<file path="src/rtl/tmr_pkg.sv">
package tmr_pkg;
  localparam int unsigned DATA_W   = 32;
  localparam int unsigned WIN_BITS = 6;   // register window is 0x40 bytes

  localparam logic [WIN_BITS-1:0] OFS_ONE_CTL = 6'h20;
  localparam logic [WIN_BITS-1:0] OFS_ONE_REM = 6'h24;
  localparam logic [WIN_BITS-1:0] OFS_PER_CTL = 6'h28;
  localparam logic [WIN_BITS-1:0] OFS_PER_REM = 6'h2C;

  typedef enum logic [2:0] {
    SEL_NONE,
    SEL_ONE_CTL,
    SEL_ONE_REM,
    SEL_PER_CTL,
    SEL_PER_REM
  } reg_sel_e;

  // bus lanes -> numeric value: lane 0 is the most significant byte
  function automatic logic [DATA_W-1:0] lanes_to_value(input logic [DATA_W-1:0] lanes);
    return {lanes[7:0], lanes[15:8], lanes[23:16], lanes[31:24]};
  endfunction

  function automatic logic [DATA_W-1:0] value_to_lanes(input logic [DATA_W-1:0] value);
    return {value[7:0], value[15:8], value[23:16], value[31:24]};
  endfunction

  // one tick applied to a running count; reload comes from the caller
  function automatic logic [DATA_W-1:0] count_after_tick(input logic [DATA_W-1:0] cur,
                                                         input logic [DATA_W-1:0] reload);
    return (cur == 1) ? reload : cur - 1'b1;
  endfunction
endpackage

</file>
<file path="src/rtl/tmr_bus_decode.sv">
module tmr_bus_decode
  import tmr_pkg::*;
#(
  parameter int unsigned ADDR_W = 8
) (
  input  logic              req_valid,
  input  logic              req_write,
  input  logic [ADDR_W-1:0] req_addr,
  input  logic [2:0]        req_size,
  output reg_sel_e          sel,
  output logic              size_bad,
  output logic              one_we,
  output logic              per_we
);
  logic [WIN_BITS-1:0] ofs;
  logic                good;

  assign ofs = req_addr[WIN_BITS-1:0];

  always_comb begin
    unique case (ofs)
      OFS_ONE_CTL: sel = SEL_ONE_CTL;
      OFS_ONE_REM: sel = SEL_ONE_REM;
      OFS_PER_CTL: sel = SEL_PER_CTL;
      OFS_PER_REM: sel = SEL_PER_REM;
      default:     sel = SEL_NONE;
    endcase
  end

  assign size_bad = req_valid && (sel != SEL_NONE) && (req_size != 3'd4);
  assign good     = req_valid && req_write && !size_bad;
  assign one_we   = good && (sel == SEL_ONE_CTL);
  assign per_we   = good && (sel == SEL_PER_CTL);
endmodule

</file>
<file path="src/rtl/tmr_count_unit.sv">
module tmr_count_unit
  import tmr_pkg::*;
#(
  parameter bit PERIODIC = 1'b0
) (
  input  logic              clk,
  input  logic              rst_n,
  input  logic              tick,
  input  logic              load_we,
  input  logic [DATA_W-1:0] load_val,
  output logic [DATA_W-1:0] load_q,
  output logic [DATA_W-1:0] remain_q,
  output logic              fire
);
  logic running;
  logic last_tick;     // the tick that ends the count
  logic step;          // a tick that moves the count

  assign running   = (remain_q != '0);
  assign step      = tick && running && !load_we;
  assign last_tick = step && (remain_q == 1);

  always_ff @(posedge clk) begin
    if (!rst_n) begin
      load_q   <= '0;
      remain_q <= '0;
      fire     <= 1'b0;
    end else if (load_we) begin
      load_q   <= load_val;
      remain_q <= load_val;
      fire     <= 1'b0;
    end else begin
      fire <= last_tick;
      if (step) begin
        if (PERIODIC) begin
          remain_q <= count_after_tick(remain_q, load_q);
        end else begin
          remain_q <= count_after_tick(remain_q, '0);
          if (last_tick) load_q <= '0;
        end
      end
    end
  end

  assert_load_restarts_R5: assert property (@(posedge clk) disable iff (!rst_n)
    load_we |=> (remain_q == $past(load_val)) && (load_q == $past(load_val)));

  assert_stopped_silent_R4: assert property (@(posedge clk) disable iff (!rst_n)
    !running |=> !fire);

  assert_remain_bounded_R7: assert property (@(posedge clk) disable iff (!rst_n)
    remain_q <= load_q);

  generate
    if (!PERIODIC) begin : g_one
      assert_oneshot_clears_R8: assert property (@(posedge clk) disable iff (!rst_n)
        fire |-> (load_q == '0) && (remain_q == '0));
      assert_oneshot_single_R8: assert property (@(posedge clk) disable iff (!rst_n)
        fire |=> !fire);
    end else begin : g_per
      assert_periodic_reload_R9: assert property (@(posedge clk) disable iff (!rst_n)
        fire |-> (remain_q == load_q) && (load_q != '0));
    end
  endgenerate
endmodule

</file>
<file path="src/rtl/tick_timer_pair.sv">
module tick_timer_pair
  import tmr_pkg::*;
#(
  parameter int unsigned ADDR_W = 8
) (
  input  logic              clk,
  input  logic              rst_n,
  input  logic              tick_en,
  input  logic              req_valid,
  input  logic              req_write,
  input  logic [ADDR_W-1:0] req_addr,
  input  logic [2:0]        req_size,
  input  logic [31:0]       req_wdata,
  output logic              rsp_valid,
  output logic [31:0]       rsp_rdata,
  output logic              rsp_err,
  output logic              oneshot_fire,
  output logic              periodic_fire
);
  localparam int unsigned N_CNT = 2;   // index 0 one-shot, 1 periodic

  reg_sel_e          sel;
  logic              size_bad;
  logic              one_we, per_we;
  logic [DATA_W-1:0] wr_value;
  logic [N_CNT-1:0]  we_v, fire_v;
  logic [DATA_W-1:0] load_v   [N_CNT];
  logic [DATA_W-1:0] remain_v [N_CNT];
  logic [DATA_W-1:0] rd_value;

  tmr_bus_decode #(.ADDR_W(ADDR_W)) u_dec (
    .req_valid (req_valid),
    .req_write (req_write),
    .req_addr  (req_addr),
    .req_size  (req_size),
    .sel       (sel),
    .size_bad  (size_bad),
    .one_we    (one_we),
    .per_we    (per_we)
  );

  assign wr_value = lanes_to_value(req_wdata);
  assign we_v     = {per_we, one_we};

  generate
    for (genvar i = 0; i < N_CNT; i++) begin : g_cnt
      tmr_count_unit #(.PERIODIC(i == 1)) u_cnt (
        .clk      (clk),
        .rst_n    (rst_n),
        .tick     (tick_en),
        .load_we  (we_v[i]),
        .load_val (wr_value),
        .load_q   (load_v[i]),
        .remain_q (remain_v[i]),
        .fire     (fire_v[i])
      );
    end
  endgenerate

  assign oneshot_fire  = fire_v[0];
  assign periodic_fire = fire_v[1];

  always_comb begin
    unique case (sel)
      SEL_ONE_CTL: rd_value = load_v[0];
      SEL_ONE_REM: rd_value = remain_v[0];
      SEL_PER_CTL: rd_value = load_v[1];
      SEL_PER_REM: rd_value = remain_v[1];
      default:     rd_value = '0;
    endcase
  end

  always_ff @(posedge clk) begin
    if (!rst_n) begin
      rsp_valid <= 1'b0;
      rsp_err   <= 1'b0;
      rsp_rdata <= '0;
    end else begin
      rsp_valid <= req_valid;
      rsp_err   <= size_bad;
      rsp_rdata <= (req_valid && !req_write && !size_bad) ? value_to_lanes(rd_value) : '0;
    end
  end

  assert_resp_follows_R11: assert property (@(posedge clk) disable iff (!rst_n)
    req_valid |=> rsp_valid);

  assert_err_zero_data_R3: assert property (@(posedge clk) disable iff (!rst_n)
    rsp_err |-> (rsp_rdata == '0) && rsp_valid);

  assert_err_keeps_periodic_R3: assert property (@(posedge clk) disable iff (!rst_n)
    rsp_err |-> $stable(load_v[1]));

  assert_err_keeps_oneshot_R3: assert property (@(posedge clk) disable iff (!rst_n)
    (rsp_err && !oneshot_fire) |-> $stable(load_v[0]));
endmodule

</file>
<file path="config.mk">
export PLATFORM = sky130hd
export DESIGN_NAME = tick_timer_pair
export DESIGN_NICKNAME = d
export VERILOG_FILES = /design/src/rtl/tmr_pkg.sv /design/src/rtl/tmr_bus_decode.sv /design/src/rtl/tmr_count_unit.sv /design/src/rtl/tick_timer_pair.sv
export SDC_FILE = /design/constraint.sdc
export NUM_CORES = 1
export LEC_CHECK = 0
export BUFFER_PORTS_ARGS = -buffer_cell sky130_fd_sc_hd__clkbuf_2
export CORE_MARGIN = 2
export CORE_UTILIZATION = 30
export CTS_BUF_LIST = sky130_fd_sc_hd__clkbuf_4 sky130_fd_sc_hd__clkbuf_8 sky130_fd_sc_hd__clkbuf_16
export DETAILED_ROUTE_END_ITERATION = 8
export PLACE_DENSITY_LB_ADDON = 0.1
export SETUP_SLACK_MARGIN = 0.15
export SLEW_MARGIN = 15
export SYNTH_ARGS = -nofsm -noshare
export SYNTH_HDL_FRONTEND = slang
export SYNTH_HIERARCHICAL = 1
export SYNTH_SLANG_ARGS = --single-unit
</file>
<file path="constraint.sdc">
create_clock -name clk -period 3.2 [get_ports clk]
set_input_delay 0.32 -clock clk [delete_from_list [all_inputs] [get_ports clk]]
set_output_delay 0.32 -clock clk [all_outputs]
set_load 0.01 [all_outputs]
</file>
==> results of run 1 <==
area by class of cell:
class	instances	area [sq um]	area share
Clock inverter	14	174	0.0161
Sequential cell	164	3280	0.304
Timing Repair Buffer	146	981	0.0907
Clock buffer	18	439	0.0406
Inverter	15	56.3	0.00521
Multi-Input combinational cell	783	5390	0.499
Tap cell	390	488	0.0451
through the flow:
stage                     power [mW]  setup slack, ns  hold slack [ns]  std cells  cell area, sq um
after floorplan                 5.18            0.453            0.429       1038              9100
after global placement          6.49            0.316            0.437       1498             10200
after detailed placement        6.48            0.272            0.442       1498             10200
after CTS                       8.66            0.257            0.187       1530             10800
after global routing            9.14            0.182            0.213       1530             10800
final                           8.67            0.365            0.203       1530             10800
synth_stat cells, drive strengths merged, types with 3 or more instances:
cell,instances
o21a,8
or4b,3
a31oi,8
nand3b,5
xnor2,17
o2bb2ai,5
nand4,17
nand4b,3
dfxtp,164
a211oi,8
o22ai,12
a311oi,3
o311a,3
nand2,92
nor2b,32
mux2i,26
ha,5
o211ai,10
and3,6
o21ai,43
mux2,3
o31ai,13
a21oi,81
o41ai,3
and2b,3
nand3,30
o32ai,5
xor2,9
or4,8
a22oi,59
inv,14
a2111oi,4
clkbuf,44
nor4,26
a32oi,34
nor2,93
or2,8
buf,32
nand2b,8
or3,9
nor3,38
o31a,3
and2,6
nor3b,8
a22o,5
report_power, final:
| part | leakage (nW) | internal (mW) | switching (mW) |
|---|---|---|---|
| Clock | 0.297 | 1.09 | 1.07 |
| Sequential | 1.33 | 2.30 | 0.444 |
| Combinational | 2.09 | 1.47 | 2.30 |
sequential cells by signal, indices dropped and copies added, names as in the netlist:
register / flops
g_cnt.u_cnt/load_q: 64
g_cnt.u_cnt/fire: 2
rsp_rdata: 32
rsp_err: 1
rsp_valid: 1
g_cnt.u_cnt/remain_q: 64
worst max-delay path, cell delays in order (launching register included):
cell,delay [ns]
dfxtp_1,0.39
inv_1,0.19
ha_1,0.29
or4b_2,0.71
nor4_4,0.24
nand2_1,0.12
a2111oi_0,0.48
a211oi_1,0.09
o31ai_1,0.23
logic make-up (layout without fill, tap and decap cells):
kind of cell / Yosys count / in the layout / share of synthesized area
compound gates: 323 / 323 / 0.286
simple gates: 400 / 400 / 0.239
flops: 164 / 164 / 0.361
buf+inv: 91 / 193 / 0.0505
fa+ha+maj: 5 / 5 / 0.00688
mux: 29 / 29 / 0.0323
xor+xnor: 26 / 26 / 0.0250
layer usage:
layer  part of all wire  global-route usage  wire length, um  vias to the layer above
met5                  0                   0                0                        -
met1               0.47               0.326            17300                     4345
met3              0.045              0.0328             1670                       43
met4              0.021              0.0645              759                        0
met2               0.47               0.380            17300                      251
li1                   -                   -                -                     4071
worst paths after layout:
kind                            slack (ns)  cells past startpoint                          end
worst max register to register        0.36                      8  g_cnt[1].u_cnt/remain_q[20]
worst min-delay path                  0.20                      3  g_cnt[0].u_cnt/remain_q[22]
worst max-delay path                  0.36                      8  g_cnt[1].u_cnt/remain_q[20]
worst min register to register        0.45                      2    g_cnt[0].u_cnt/load_q[24]
==> flow_summary.yaml, run 1 <==
job:
  maxCapViolCount: 0
timing:
  setup_tns_ns: 0
  setup_viol: 0
  fin_crit_sh: 0.886
  slew_headroom: 0.295
  timing_hold_violations_final: 0
  clock_skew_ns: 0.0150
  min_period_ns: 2.84
  fmax_mhz: 353
  rsz0062_at_grt: "no"
  tightestPinTransition_ns: 1.05
  slew_viol_final: 0
critical_path:
  cp_max_fo: 6
  cp-start-kind: "flip-flop"
  cp-end-kind: "flip-flop"
  r2r_start: "g_cnt[1].u_cnt/remain_q[0]"
  required_ns: 3.54
  worstSetupPathType: "flip-flop to flip-flop"
  critical_path.startpoint: "g_cnt[1].u_cnt/remain_q[0]"
  arrival_ns: 3.18
floorplanning:
  die_h_um: 178
  coreArea_sq_um: 29700
  rows: 63
  initial_utilization: 0.306
  die_x_um: 178
  dieArea_sq_um: 31700
  ios: 84
global_route:
  grt_antenna_before_repair: 0
  grt_pass1_wl_mm: 54.9
  grt_pass1_vias: 8319
  grt.overflow.total: 0
  grt.total_usage: 0.235
  grt_max_degree: 39
cts:
  htree_num_levels: 4
  clockBufferDepth: 2
  cts_made_buffers: 17
  path_clk_slew_ns: 0.07
  post-cts-setup-buffers: 0
  cts_tree: "built"
  cts.repair.resized: 0
  clk-insertion-delay-late_ns: 0.44
  root_buffer: "clkbuf_16"
  clock-sinks: 164
  ctsHoldBuffers: 0
yosys:
  yosys.area.top_type: "dfxtp_1"
  synth_area_leaders: "dfxtp_1 (36%), a22oi_2 (6.9%), nor2_1 (3.8%), nand2_1 (3.8%), a32oi_1 (3.3%)"
  synth.avg_cell_area_sq_um: 8.76
  ys_types: 86
  syn_inst: 1038
  synth_nets: 1091
  synthFlopType: "dfxtp_1"
  synth_area_sq_um: 9100
  ys.warnings.count: 6
  yosysTopAreaCellShare: 0.361
  synth_edf_count: 0
  ys_ff_latch: 164
  seq_area_frac_synth: 0.361
  async_reset_ff_frac: 0
finish:
  drive_above_1_share: 0.265
  fillCellCount: 3122
  diodes: 0
  final_cell_mix: "dfxtp_1 (164), nor2_1 (91), nand2_1 (91)"
  final_util: 0.364
  final_common_cell: "dfxtp_1"
  area_growth_pct: 18.8
  layout.nets: 1180
placement:
  dp_hpwl_mm: 27.3
  gp_congestion: 0.888
  io_buffers: 81
status:
  status: "finished, final reports clean"
routing:
  drc: 0
  drtAntennaViolNets: 0
  wl_per_cell_um: 24.2
  routed_wl_mm: 37.0
  vias: 8710
  via_per_inst: 5.69
  drt-pass1-iter-count: 5
  dr.first_iter.drc_count: 711
power_and_ir_drop:
  ir_drop_v: 0.000340
  power.density_nw_per_um2: 802
  leakage_nw: 3.71
hold_path:
  hp-class: "input port to flip-flop"
  hp-start: "req_wdata[14]"
(Power assumes the default switching activity.)
==> inputs of run 2 (changes only) <==
Settings changed: RECOVER_POWER set to 50.
==> flow_summary.yaml, run 2 (synthesis gave the netlist of run 1 again) <==
placement:
  gp_congestion: 0.888
  io_buffers: 81
  dp_hpwl_mm: 27.3
  placed_cells: 1498
  dpl-instance-area_sq_um: 10200
cts:
  path_clk_slew_ns: 0.08
  htree_num_levels: 4
  clk-insertion-delay-late_ns: 0.44
  ctsHoldBuffers: 0
  clockBufferDepth: 2
  cts_tree: "built"
  cts_made_buffers: 17
  root_buffer: "clkbuf_16"
  clock-sinks: 164
finish:
  diodes: 0
  final_common_cell: "dfxtp_1"
  layout.nets: 1180
  design_area_sq_um: 10700
  finalNonFillerCells: 1530
  drive_above_1_share: 0.225
  top_regs: "g_cnt.u_cnt/load_q x64, g_cnt.u_cnt/remain_q x64, rsp_rdata x32"
  final_util: 0.360
  area_growth_pct: 17.7
  final_cell_mix: "dfxtp_1 (164), nor2_1 (91), nand2_1 (91)"
routing:
  wl_per_cell_um: 24.2
  routed_wl_mm: 37.0
  drtAntennaViolNets: 0
  via_per_inst: 5.66
  drc: 0
  dr.first_iter.drc_count: 702
  drt-pass1-iter-count: 5
  vias: 8660
timing:
  rsz0062_at_grt: "no"
  min_period_ns: 2.84
  tightestPinTransition_ns: 1.74
  hold_ws_ns: 0.203
  timing_hold_violations_final: 0
  slew_viol_final: 34
  fin_crit_sh: 0.887
  setup_viol: 0
  fmax_mhz: 352
  slew_headroom: -0.158
  setup_tns_ns: 0
  clock_skew_ns: 0.0159
floorplanning:
  coreArea_sq_um: 29700
  dieArea_sq_um: 31700
  die_x_um: 178
  rows: 63
  ios: 84
  initial_utilization: 0.306
  die_h_um: 178
critical_path:
  cp-start-kind: "flip-flop"
  required_ns: 3.54
  cp-end-kind: "flip-flop"
  cp_max_fo: 6
  worstSetupPathType: "flip-flop to flip-flop"
  arrival_ns: 3.18
hold_path:
  hp-class: "input port to flip-flop"
status:
  status: "finished with violations"
  violations: "capacitance limit, slew limit"
job:
  maxCapViolCount: 1
power_and_ir_drop:
  power.density_nw_per_um2: 809
  leakage_nw: 3.57
  ir_drop_v: 0.000341
global_route:
  grt_max_degree: 39
  grt_antenna_before_repair: 0
  grt_pass1_wl_mm: 54.9
  grt.total_usage: 0.235
  grt_pass1_vias: 8319
  grt.overflow.total: 0
## run 2: cell count changes in the layout (fill, tap and decap cells not counted), sizes merged
cell,change
clkbuf,+4
buf,-4
## run 2: repair_timing
item	CTS	global route
endpoints found under the setup margin	0	8
buffers inserted	0	0
gates resized for setup	0	2
## run 2: final timing paths
| kind | startpoint | end | slack, ns | cells after the start |
|---|---|---|---|---|
| worst max-delay path | g_cnt[1].u_cnt/remain_q[0] | g_cnt[1].u_cnt/remain_q[20] | 0.36 | 8 |
| worst min-delay path | req_wdata[14] | g_cnt[0].u_cnt/remain_q[22] | 0.20 | 3 |
| worst min register to register | g_cnt[0].u_cnt/load_q[24] | g_cnt[0].u_cnt/load_q[24] | 0.45 | 2 |
| worst max register to register | g_cnt[1].u_cnt/remain_q[0] | g_cnt[1].u_cnt/remain_q[20] | 0.36 | 8 |
## run 2: stage by stage
step	worst slack (ns)	power, mW
6_report	0.360	8.66
3_5_place_dp	0.272	6.48
2_1_floorplan	0.453	5.18
3_3_place_gp	0.316	6.49
5_1_grt	0.171	9.14
4_1_cts	0.257	8.66
## run 2: critical path, stage by stage, from the launching register on
cell and delay, ns:
dfxtp_1 0.39, inv_1 0.19, ha_1 0.29, or4b_2 0.70, nor4_4 0.24, nand2_1 0.12, a2111oi_0 0.47, a211oi_1 0.09
o31ai_1 0.24
## run 2: area by class of cell
class | count | area, sq um
clock buffers | 18 | 439
clock inverters | 14 | 174
fillers | 3146 | 19000
inverters | 15 | 56.3
multi-input cells | 783 | 5360
flip-flops and latches | 164 | 3280
well taps | 390 | 488
repair buffers | 146 | 910
## run 2: layer usage
layer,track usage,routed length [um],share of wire
met1,0.326,17500,0.47
met3,0.0328,1470,0.040
met5,0,0,0
met2,0.380,17400,0.47
met4,0.0645,648,0.017
## run 2: power breakdown
part,leakage [nW],total [mW],internal (mW),switching [mW]
Clock,0.297,2.15,1.09,1.06
Sequential,1.33,2.74,2.30,0.444
Combinational,1.94,3.77,1.47,2.30
